[config.mk]
export PLATFORM = sky130hd
export DESIGN_NAME = serial_acc_adder
export DESIGN_NICKNAME = d
export VERILOG_FILES = /design/src/rtl/sa_pkg.sv /design/src/rtl/sa_fa.sv /design/src/rtl/sa_shreg.sv /design/src/rtl/sa_ctrl.sv /design/src/rtl/serial_acc_adder.sv
export SDC_FILE = /design/constraint.sdc
export NUM_CORES = 1
export LEC_CHECK = 0
export BUFFER_PORTS_ARGS = -buffer_cell sky130_fd_sc_hd__clkbuf_2
export CAP_MARGIN = 25
export CORE_AREA = 2 2 43 45
export DETAILED_ROUTE_END_ITERATION = 10
export DIE_AREA = 0 0 45 47
export GPL_TIMING_DRIVEN = 0
export MAX_ROUTING_LAYER = met4
export PLACE_DENSITY = 0.68
export SLEW_MARGIN = 15
export SYNTH_ARGS = -nofsm -noshare
export SYNTH_HDL_FRONTEND = slang
export SYNTH_SLANG_ARGS = --single-unit
[constraint.sdc]
create_clock -name clk_i -period 2.35 [get_ports clk_i]
set_input_delay 0.235 -clock clk_i [delete_from_list [all_inputs] [get_ports clk_i]]
set_output_delay 0.235 -clock clk_i [all_outputs]
set_load 0.1 [all_outputs]
[src/rtl/sa_pkg.sv]
package sa_pkg;
  typedef enum logic [1:0] {
    OP_NONE   = 2'b00,
    OP_LOAD_A = 2'b01,
    OP_LOAD_B = 2'b10,
    OP_ADD    = 2'b11
  } sa_op_e;
endpackage

[src/rtl/sa_fa.sv]
module sa_fa (
  input  logic a_i,
  input  logic b_i,
  input  logic c_i,
  output logic s_o,
  output logic c_o
);
  assign s_o = a_i ^ b_i ^ c_i;
  assign c_o = (a_i & b_i) | (c_i & (a_i ^ b_i));
endmodule

[src/rtl/sa_shreg.sv]
module sa_shreg #(
  parameter int WIDTH = 4
) (
  input  logic             clk_i,
  input  logic             rst_ni,
  input  logic             clr_i,
  input  logic             shift_i,
  input  logic             ser_i,
  output logic [WIDTH-1:0] q_o
);
  logic [WIDTH-1:0] q_q;

  always_ff @(posedge clk_i or negedge rst_ni) begin
    if (!rst_ni)      q_q <= '0;
    else if (clr_i)   q_q <= '0;
    else if (shift_i) q_q <= {ser_i, q_q[WIDTH-1:1]};
  end

  assign q_o = q_q;

  // shifting moves old bit 1 into bit 0
  a_r2_shift_down: assert property (@(posedge clk_i) disable iff (!rst_ni)
    (shift_i && !clr_i) |=> (q_o[0] == $past(q_o[1])) && (q_o[WIDTH-1] == $past(ser_i)));
endmodule

[src/rtl/sa_ctrl.sv]
module sa_ctrl
  import sa_pkg::*;
#(
  parameter int WIDTH = 4
) (
  input  logic   clk_i,
  input  logic   rst_ni,
  input  logic   clr_i,
  input  logic   start_i,
  input  sa_op_e op_i,
  output logic   busy_o,
  output sa_op_e op_o,
  output logic   last_o,
  output logic   done_o
);
  localparam int CW = (WIDTH > 1) ? $clog2(WIDTH) : 1;
  localparam logic [CW-1:0] LAST = CW'(WIDTH - 1);

  logic          busy_q, done_q;
  logic [CW-1:0] cnt_q;
  sa_op_e        op_q;

  always_ff @(posedge clk_i or negedge rst_ni) begin
    if (!rst_ni) begin
      busy_q <= 1'b0;
      done_q <= 1'b0;
      cnt_q  <= '0;
      op_q   <= OP_NONE;
    end else if (clr_i) begin
      busy_q <= 1'b0;
      done_q <= 1'b0;
      cnt_q  <= '0;
      op_q   <= OP_NONE;
    end else begin
      done_q <= busy_q && (cnt_q == LAST);
      if (busy_q) begin
        if (cnt_q == LAST) begin
          busy_q <= 1'b0;
          cnt_q  <= '0;
        end else begin
          cnt_q <= cnt_q + 1'b1;
        end
      end else if (start_i && op_i != OP_NONE) begin
        busy_q <= 1'b1;
        cnt_q  <= '0;
        op_q   <= op_i;
      end
    end
  end

  assign busy_o = busy_q;
  assign op_o   = op_q;
  assign last_o = busy_q && (cnt_q == LAST);
  assign done_o = done_q;

  a_r6_done_pulse: assert property (@(posedge clk_i) disable iff (!rst_ni)
    done_o |=> !done_o);
  a_r6_done_after_last: assert property (@(posedge clk_i) disable iff (!rst_ni)
    (last_o && !clr_i) |=> (done_o && !busy_o));
  a_r8_start_ignored: assert property (@(posedge clk_i) disable iff (!rst_ni)
    (busy_o && !clr_i) |=> (op_o == $past(op_o)));
  a_r1_clear_idle: assert property (@(posedge clk_i) disable iff (!rst_ni)
    clr_i |=> (!busy_o && !done_o));
endmodule

[src/rtl/serial_acc_adder.sv]
module serial_acc_adder
  import sa_pkg::*;
#(
  parameter int WIDTH = 4
) (
  input  logic             clk_i,
  input  logic             rst_ni,
  input  logic             clr_i,
  input  logic             start_i,
  input  logic [1:0]       op_i,
  input  logic             ser_i,
  output logic [WIDTH-1:0] acc_o,
  output logic             carry_o,
  output logic             done_o
);
  logic             busy, last;
  sa_op_e           op;
  logic [WIDTH-1:0] a_q, b_q;
  logic             sum, cout, carry_q;
  logic             add_act, sh_a, sh_b, a_in, b_in;

  sa_ctrl #(.WIDTH(WIDTH)) u_ctrl (
    .clk_i  (clk_i),
    .rst_ni (rst_ni),
    .clr_i  (clr_i),
    .start_i(start_i),
    .op_i   (sa_op_e'(op_i)),
    .busy_o (busy),
    .op_o   (op),
    .last_o (last),
    .done_o (done_o)
  );

  assign add_act = busy && (op == OP_ADD);
  assign sh_a    = busy && (op == OP_LOAD_A || op == OP_ADD);
  assign sh_b    = busy && (op == OP_LOAD_B || op == OP_ADD);
  assign a_in    = add_act ? sum : ser_i;
  assign b_in    = add_act ? 1'b0 : ser_i;  // addend drains to zero

  sa_shreg #(.WIDTH(WIDTH)) u_areg (
    .clk_i(clk_i), .rst_ni(rst_ni), .clr_i(clr_i),
    .shift_i(sh_a), .ser_i(a_in), .q_o(a_q)
  );

  sa_shreg #(.WIDTH(WIDTH)) u_breg (
    .clk_i(clk_i), .rst_ni(rst_ni), .clr_i(clr_i),
    .shift_i(sh_b), .ser_i(b_in), .q_o(b_q)
  );

  sa_fa u_fa (
    .a_i(a_q[0]), .b_i(b_q[0]), .c_i(carry_q),
    .s_o(sum), .c_o(cout)
  );

  always_ff @(posedge clk_i or negedge rst_ni) begin
    if (!rst_ni)      carry_q <= 1'b0;
    else if (clr_i)   carry_q <= 1'b0;
    else if (add_act) carry_q <= cout;
  end

  assign acc_o   = a_q;
  assign carry_o = carry_q;

  a_r1_clear_zero: assert property (@(posedge clk_i) disable iff (!rst_ni)
    clr_i |=> (acc_o == '0 && carry_o == 1'b0 && b_q == '0));
  a_r5_addend_drained: assert property (@(posedge clk_i) disable iff (!rst_ni)
    (add_act && last && !clr_i) |=> (b_q == '0));
  a_r7_carry_held: assert property (@(posedge clk_i) disable iff (!rst_ni)
    (!add_act && !clr_i) |=> $stable(carry_o));
  a_r3_acc_hold: assert property (@(posedge clk_i) disable iff (!rst_ni)
    (!sh_a && !clr_i) |=> $stable(acc_o));
endmodule

==> flow_metrics.tcl, run 1 <==
set metrics [dict create \
    n_fill_cell 171 \
    gp_congestion 0.7444 \
    cp-start-kind "register" \
    synth.distinct_cells 19 \
    avgSynthCellArea_um2 10.32 \
    power.density_nw_per_um2 570.4 \
    dpl.hpwl_um 938 \
    crit_fanout 3 \
    synth_edf_count 0 \
    avgRoutedWirePerCell_um 12.31 \
    synthMuxAreaShare 0.04456 \
    synthXorXnorAreaFrac 0 \
    diodes 0 \
    synthCells 68 \
    core_area_um2 1652 \
    drt_iter0_markers 2 \
    skew_ps 2.375 \
    outcome "complete, no violations" \
    htree_levels 1 \
    drv_cap 0 \
    route.antenna.remaining_nets 0 \
    synth_top_family_by_area "simple AND/OR/NAND/NOR gates" \
    ir_drop_mv 0.2881 \
    clk_path_buf_depth 2 \
    drt-pass1-iter-count 4 \
    drv_slew 0 \
    yosysMostFrequentCell "dfrtp_1" \
    syn-cell-area_um2 701.9 \
    finalSetupViolations 0 \
    grt_pass1_vias 509 \
    hold_violations 0 \
    path_class "reg -> out" \
    nets 95 \
    finalWirelength_um 1256 \
    yosysTopAreaCell "dfrtp_1" \
    worstMarginPinSlew_ps 540.0 \
    grt_pass1_wl_um 2221 \
    yosys.area_share.simple 0.1907 \
    clk_pin_slew_ps 90 \
    synthTopCellsByCount "15 x dfrtp_1, 12 x a21oi_1, 10 x nand2_1, 7 x nand3_1" \
    required_ps 2120 \
    placementRows 15 \
    cts_tree "built" \
    timing.fmax_ghz 0.6875 \
    clock_sinks 15 \
    die_h_um 47 \
    power.total_mw 0.4681 \
    rsz0062_at_grt "no" \
    cp-end-kind "output port" \
    initial_utilization 0.4250 \
    cts_root_buf "clkbuf_4" \
    port_buffers 12 \
    drive_gt1_frac 0.2588 \
    grt_overflow_total 0 \
    ys_warn_count 0 \
    clk_latency_ps 280 \
    synth_sequential_area_ratio 0.5348 \
    antenna_found_initial 0 \
    period_needed_ps 1455 \
    die_w_um 45 \
    cp_data_arrival_time_ps 1220 \
    fin_setup_tns_ps 0 \
    drc 0 \
    min_path_type "in -> reg" \
    die-area_um2 2115 \
    synth_fa_ha_area_frac 0.04635 \
    route.vias.total 531 \
    grt_max_degree 16 \
    synth-compound-area-share 0.1194 \
    leakagePower_nw 0.3912 \
    syn2layout_area_growth_pct 16.93 \
    synth_nets 77 \
    synth_flop_cell "dfrtp_1" \
    grt_usage 0.1520 \
    io_pins 13 \
    synth_top_area_frac 0.5348 \
    cts_buffers 3 \
    async_flop_share 1.000 \
    slew-limit-headroom 0.6415 \
    finalCritPeriodShare 0.6190 \
    synth_seq_cells 15 \
    synth_area_leaders "dfrtp_1 53%, a21oi_1 8.6%, nand2_1 5.3%, nand3_1 5.0%, buf_4 4.3%" \
    postCtsSetupBuffers 0 \
    drt-vias-per-instance 5.206 \
]
-- area by class of cell --
| type | count | area (µm²) | share of cell area |
|---|---|---|---|
| buffer | 6 | 45.04 | 0.05488 |
| sequential | 15 | 375.4 | 0.4573 |
| clock inverter | 1 | 5.005 | 0.006098 |
| tap | 17 | 21.27 | 0.02591 |
| clock buffer | 3 | 22.52 | 0.02744 |
| multi-input combinational | 47 | 281.5 | 0.3430 |
| timing repair buffer | 13 | 70.07 | 0.08537 |
-- final timing paths --
| check | from | end | slack, ps | depth (start not counted) |
|---|---|---|---|---|
| setup / recovery | u_areg.q_o[0] | acc_o[0] | 900 | 2 |
| hold / removal | clr_i | u_areg.q_o[0] | 180 | 2 |
| setup reg to reg | carry_o | u_areg.q_o[3] | 950 | 3 |
| hold reg to reg | u_breg.q_o[1] | u_breg.q_o[1] | 530 | 2 |
| max in group asynchronous | rst_ni | u_ctrl.cnt_q[1] | 1700 | 2 |
| min in group asynchronous | rst_ni | u_areg.q_o[0] | 390 | 2 |
-- critical path, cell delays in order, from the launching register on --
cell and delay [ps]:
dfrtp_1 390, buf_4 120, clkbuf_2 440
-- layer usage --
metal	global-route usage	vias to the layer above	share of wire
met5	-	-	0
met2	0.2286	13	0.48
li1	-	271	-
met1	0.1946	243	0.46
met3	0.03462	4	0.040
met4	0.07059	0	0.021
-- layout by cell type (no fill, tap or decap), types with 2 or more instances in the layout --
master,count
dfrtp_1,15
a21oi_1,12
clkbuf_2,12
nand2_1,10
nand3_1,7
buf_4,4
nand3b_1,4
clkbuf_4,3
nor2_1,2
mux2i_1,2
o21ai_0,2
-- through the flow --
stage	instances	cell area, µm²	setup slack, ps	util	hold slack, ps
floorplan	68	701.9	531.2	-	-60.59
global placement	97	783.3	980.7	0.4742	167.5
detailed placement	97	783.3	952.5	0.4742	165.1
CTS	102	820.8	877.2	0.4970	176.0
global route	102	820.8	847.5	0.4970	170.7
finish	102	820.8	895.4	0.4970	176.6
-- kinds of logic after synthesis --
family,after synthesis
flops,15
fa+ha+maj,2
compound gates,16
simple gates,26
buf+inv,6
mux,3
-- state kept, by name (all words and copies together) (netlist names) --
| register | count |
|---|---|
| u_areg.q_o | 4 |
| u_ctrl.done_o | 1 |
| carry_o | 1 |
| u_ctrl.op_o | 2 |
| u_breg.q_o | 4 |
| u_ctrl.cnt_q | 2 |
| u_ctrl.busy_o | 1 |
-- where the power goes --
| group | total, mW | internal (mW) | switching, mW | leakage, nW |
|---|---|---|---|---|
| Sequential | 0.268 | 0.264 | 0.00417 | 0.206 |
| Combinational | 0.0560 | 0.0221 | 0.0339 | 0.167 |
| Clock | 0.144 | 0.0631 | 0.0809 | 0.0177 |
-- timing repair --
item | in CTS | in global routing
hold buffers | 1 | 0
gates resized for setup | 0 | 0
hold endpoints to repair | 15 | 0
(Power assumes the default switching activity.)
==> run 2: changes to the inputs <==
Settings changed: ABC_AREA from default to 1, CORE_AREA 2 2 43 45 to 2 2 44 46, DIE_AREA 0 0 45 47 to 0 0 46 48, PLACE_DENSITY 0.68 to 0.7.
Clock period 2.35 ns to 1.2 ns, I/O delays scaled along.
==> flow_metrics.tcl, run 2 <==
set metrics [dict create \
    outcome "finished with violations" \
    failed_checks "negative setup slack" \
    timing.critical_path.to "u_areg.q_o[3]" \
    async_flop_share 1.000 \
    die-area_um2 2208 \
    rr_worst_depth 5 \
    io_pins 13 \
    p_sw_frac 0.2719 \
    clk_path_buf_depth 2 \
    finalSetupViolations 1 \
    avgRoutedWirePerCell_um 11.29 \
    skew_ps 14.14 \
    cts_tree "built" \
    yosysMostFrequentCell "nand2_1" \
    clk_latency_ps 290 \
    htree_levels 1 \
    slew-limit-headroom 0.6804 \
    synth_seq_cells 15 \
    synth_top_area_frac 0.5102 \
    finalCritPeriodShare 1.048 \
    drv_cap 0 \
    synthCells 82 \
    core_area_um2 1689 \
    syn2layout_area_growth_pct 19.22 \
    leakagePower_nw 0.4719 \
    cts_root_buf "clkbuf_4" \
    clk_pin_slew_ps 100 \
    worstReg2RegStart "carry_o" \
    p_comb_frac 0.118 \
    finalWirelength_um 1310 \
    grt_usage 0.1447 \
    diodes 0 \
    final_area_um2 877.1 \
    synth_sequential_area_ratio 0.5102 \
    n_fill_cell 158 \
    avgSynthCellArea_um2 8.972 \
    pwr-share-clk 0.316 \
    cp-end-kind "register" \
    final_common_cell "nand2_1" \
    cp-start-kind "register" \
    rsz0062_at_grt "yes" \
    grt_max_degree 16 \
    synth_flop_cell "dfrtp_1" \
    min_path_type "in -> reg" \
    internal_power_mw 0.6792 \
    drv_slew 0 \
    drt_iter0_markers 6 \
    crit_fanout 3 \
    cts_buffers 3 \
    synth_nets 91 \
    cp_data_arrival_time_ps 1450 \
    cp-startpoint "carry_o" \
    post-place-ws_ps -86.91 \
    power.total_mw 0.9329 \
    grt_pass1_wl_um 2118 \
    drt-vias-per-instance 5.017 \
    fin_ws_ps -58.05 \
    drive_gt1_frac 0.3030 \
    grt_pass1_vias 505 \
    synth_area_leaders "dfrtp_1 51%, nand3_1 12%, nand2_1 9.7%, inv_1 4.1%, o21ai_1 3.4%" \
    period_needed_ps 1258 \
    drt-pass1-iter-count 4 \
    clock_sinks 15 \
    fin_setup_tns_ps -58.05 \
    r2r_setup_slack_ps -60 \
    r2r-end "u_areg.q_o[3]" \
    gp_congestion 0.7556 \
    timing.fmax_ghz 0.7949 \
    p_seq_frac 0.566 \
    route.vias.total 582 \
    placed_cell_area_um2 823.3 \
    p_switching_mw 0.2537 \
    die_h_um 48 \
    die_w_um 46 \
    grt_overflow_total 0 \
    yosysTopAreaCell "dfrtp_1" \
    syn-cell-area_um2 735.7 \
    port_buffers 12 \
    antenna_found_initial 0 \
    dpl.hpwl_um 932.3 \
    path_class "reg -> reg" \
    initial_utilization 0.4356 \
    synth_edf_count 0 \
    worstMarginPinSlew_ps 482.7 \
    drc 0 \
    synthTopCellsByCount "19 x nand2_1, 18 x nand3_1, 15 x dfrtp_1, 8 x inv_1, 5 x o21ai_1" \
    synth.distinct_cells 18 \
    final_cell_mix "19 x nand2_1, 18 x nand3_1, 12 x dfrtp_1" \
    nets 109 \
    hold_violations 0 \
    ys_warn_count 0 \
    required_ps 1390 \
    power.density_nw_per_um2 1064 \
    ir_drop_mv 0.7869 \
    route.antenna.remaining_nets 0 \
    placementRows 15 \
]
-- run 2: repair_timing --
action / CTS / global route
setup endpoints to repair: 6 / 3
pin swaps: 1 / 0
hold endpoints to repair: 15 / 0
buffers inserted: 0 / 0
hold buffers: 1 / 0
resized for setup: 7 / 1
-- run 2: cell type report --
cell class / count / area [µm²] / area share
clock inverter: 1 / 5.005 / 0.005706
inverter: 10 / 40.04 / 0.04565
tap: 17 / 21.27 / 0.02425
sequential: 15 / 381.6 / 0.4351
buffer: 3 / 26.28 / 0.02996
clock buffer: 3 / 22.52 / 0.02568
multi-input combinational: 54 / 294.0 / 0.3352
timing repair buffer: 13 / 86.33 / 0.09843
-- run 2: per-layer routing --
layer  up-vias  global-route usage  part of all wire
li1        300                   -                 -
met1       268              0.1721              0.46
met2        12              0.2194              0.47
met3         2             0.06038             0.056
met4         0             0.05143            0.0092
met5         -                   -                 0
-- run 2: cell families (layout without fill, tap and decap cells) --
logic type | count (synthesis) | after routing | share of synthesized area
AO/OA/AOI/OAI | 6 | 6 | 0.04252
adder cells (fa/ha/maj) | 2 | 2 | 0.04422
buffers and inverters | 13 | 30 | 0.09013
flip-flops | 15 | 15 | 0.5102
AND/OR/NAND/NOR | 46 | 46 | 0.3129
-- run 2: per-stage QoR --
step / utilization / hold WS (ps) / cells
2_1_floorplan: - / -175.6 / 82
6_report: 0.5193 / 64.56 / 116
5_1_grt: 0.5193 / 67.97 / 116
3_5_place_dp: 0.4874 / 52.17 / 111
3_3_place_gp: 0.4874 / 48.46 / 111
4_1_cts: 0.5193 / 75.31 / 116
-- run 2: worst min path at each step --
stage	from	to	cells past startpoint
5_1_grt	clr_i	u_ctrl.done_o	2
3_3_place_gp	rst_ni	u_breg.q_o[2]	1
4_1_cts	clr_i	u_ctrl.done_o	2
3_5_place_dp	rst_ni	u_breg.q_o[2]	1
2_1_floorplan	rst_ni	u_areg.q_o[0]	0
6_report	clr_i	u_ctrl.done_o	2
-- run 2: critical path, stage by stage (launching register included) --
cell     delay (ps)
dfrtp_4         490
fa_1            440
inv_1            70
nand2_1          50
nand3_1          60
nand2_1          60
-- run 2: power by group through the flow --
stage / sequential [mW] / combinational, mW / clock, mW
6_report: 0.528 / 0.110 / 0.294
5_1_grt: 0.530 / 0.125 / 0.319
4_1_cts: 0.528 / 0.113 / 0.294
3_5_place_dp: 0.538 / 0.108 / 0
3_3_place_gp: 0.538 / 0.105 / 0
2_1_floorplan: 0.541 / 0.0665 / 0
==> run 3: changes to the inputs <==
Settings changed: RECOVER_POWER from default to 25, SYNTH_HIERARCHICAL from default to 1.
==> flow_metrics.tcl, run 3 <==
set metrics [dict create \
    cp_data_arrival_time_ps 1590 \
    syn-cell-area_um2 724.4 \
    slew-limit-headroom 0.4614 \
    placed_cell_area_um2 815.8 \
    drv_slew 0 \
    drt-vias-per-instance 4.935 \
    cp-startpoint "carry_o" \
    period_needed_ps 1372 \
    final_cell_mix "31 x nand2_1, 13 x nand3_1, 11 x dfrtp_1" \
    ir_drop_mv 0.6616 \
    dr.max_layer_used "met3" \
    timing.critical_path.to "u_areg/q_o[3]" \
    power.density_nw_per_um2 1034 \
    rsz0062_at_grt "yes" \
    cp-end-kind "register" \
    finalSetupViolations 1 \
    cp_cell_sequence "fa_1 -> nand3_1 -> nand2_1 -> nand3_1 -> nand2_1" \
    pwr-share-clk 0.311 \
    p_sw_frac 0.2486 \
    power.total_mw 0.8951 \
    hold_violations 0 \
    clock_sinks 15 \
    initial_utilization 0.4289 \
    finalCritPeriodShare 1.144 \
    grt_overflow_total 0 \
    r2r_setup_slack_ps -170 \
    die_h_um 48 \
    cp-start-kind "register" \
    worstReg2RegStart "carry_o" \
    postCtsSetupBuffers 0 \
    final_common_cell "nand2_1" \
    gp_congestion 0.7748 \
    die-area_um2 2208 \
    dpl.hpwl_um 1049 \
    clk_path_buf_depth 2 \
    io_pins 13 \
    required_ps 1420 \
    clk_pin_slew_ps 80 \
    ys_warn_count 6 \
    internal_power_mw 0.6725 \
    skew_ps 0.9498 \
    n_fill_cell 167 \
    finalNonFillerCells 123 \
    drv_cap 0 \
    crit_fanout 3 \
    place_inst 118 \
    failed_checks "negative setup slack" \
    diodes 0 \
    drt-pass1-iter-count 4 \
    antenna_found_initial 0 \
    r2r-end "u_areg/q_o[3]" \
    route.vias.total 607 \
    die_w_um 46 \
    syn2layout_area_growth_pct 19.52 \
    grt_pass1_vias 531 \
    met1Wirelength_um 628 \
    core_area_um2 1689 \
    min_path_cells 3 \
    cts_root_buf "clkbuf_4" \
    cts_tree "built" \
    cts_buffers 3 \
    p_comb_frac 0.100 \
    wl_met2_um 658 \
    htree_levels 1 \
    finalWirelength_um 1374 \
    met3_length_um 86 \
    grt_pass1_wl_um 2125 \
    final_area_um2 865.8 \
    drc 0 \
    synth_nets 98 \
    rr_worst_depth 5 \
    slowest_stage "fa_1" \
    grt_max_degree 16 \
    p_seq_frac 0.589 \
    route.antenna.remaining_nets 0 \
    drive_gt1_frac 0.2453 \
    fin_ws_ps -172.5 \
    clk_latency_ps 280 \
    path_class "reg -> reg" \
    avgSynthCellArea_um2 8.140 \
    leakagePower_nw 0.4984 \
    p_switching_mw 0.2226 \
    worstMarginPinSlew_ps 807.9 \
    cp_slowest_stage_delay_ps 520 \
    nets 116 \
    synthCells 89 \
    placementRows 15 \
    timing.fmax_ghz 0.7286 \
    outcome "finished with violations" \
    avgRoutedWirePerCell_um 11.17 \
    min_path_type "in -> reg" \
    drt_iter0_markers 14 \
    port_buffers 12 \
    grt_usage 0.1432 \
]
run 3: cell type report:
cell class / count / area, µm² / share of cell area
inverter: 12 / 45.04 / 0.05202
tap: 17 / 21.27 / 0.02457
clock buffer: 4 / 26.28 / 0.03035
sequential: 15 / 385.4 / 0.4451
timing repair buffer: 13 / 83.83 / 0.09682
multi-input combinational: 62 / 304.0 / 0.3512
run 3: power by group through the flow:
stage                     clock [mW]  sequential (mW)  combinational (mW)
after floorplan                    0            0.540              0.0470
after global placement             0            0.538              0.0841
after detailed placement           0            0.538              0.0871
after CTS                      0.298            0.528              0.0904
after global routing           0.329            0.529               0.103
final                          0.278            0.528              0.0893
run 3: how the worst min path moves through the flow:
stage,startpoint,to,slack [ps]
3_3_place_gp,rst_ni,u_breg/q_o[2],50
5_1_grt,op_i[1],u_ctrl/op_o[1],90
4_1_cts,op_i[0],u_ctrl/op_o[0],80
3_5_place_dp,rst_ni,u_breg/q_o[0],50
6_report,op_i[0],u_ctrl/op_o[0],90
2_1_floorplan,rst_ni,u_areg/q_o[1],-180
run 3: critical path: cells and delay by family, from the launching register on:
kind,cells,cell delay (ps)
fa+ha+maj,1,520
flops,1,490
simple gates,4,310
run 3: timing repair:
item,in CTS,in global routing
resized for setup,6,1
pin swaps,2,0
hold buffers,1,0
endpoints found under the setup margin,7,4
endpoints found under the hold margin,15,0
run 3: layer usage:
| layer | global-route usage | up-vias |
|---|---|---|
| met2 | 0.2361 | 18 |
| met5 | - | - |
| met1 | 0.1632 | 273 |
| met4 | 0.01714 | 0 |
| li1 | - | 316 |
| met3 | 0.06792 | 0 |
run 3: per-stage QoR:
step / utilization / TNS (ps) / setup slack (ps) / hold WS [ps]
6_report: 0.5126 / -172.5 / -172.5 / 94.55
5_1_grt: 0.5126 / -403.3 / -249.5 / 91.36
4_1_cts: 0.5133 / -175.6 / -175.6 / 83.85
3_5_place_dp: 0.4830 / -152.0 / -152.0 / 50.42
3_3_place_gp: 0.4830 / -135.5 / -135.5 / 47.71
2_1_floorplan: - / -375.0 / -247.6 / -175.6
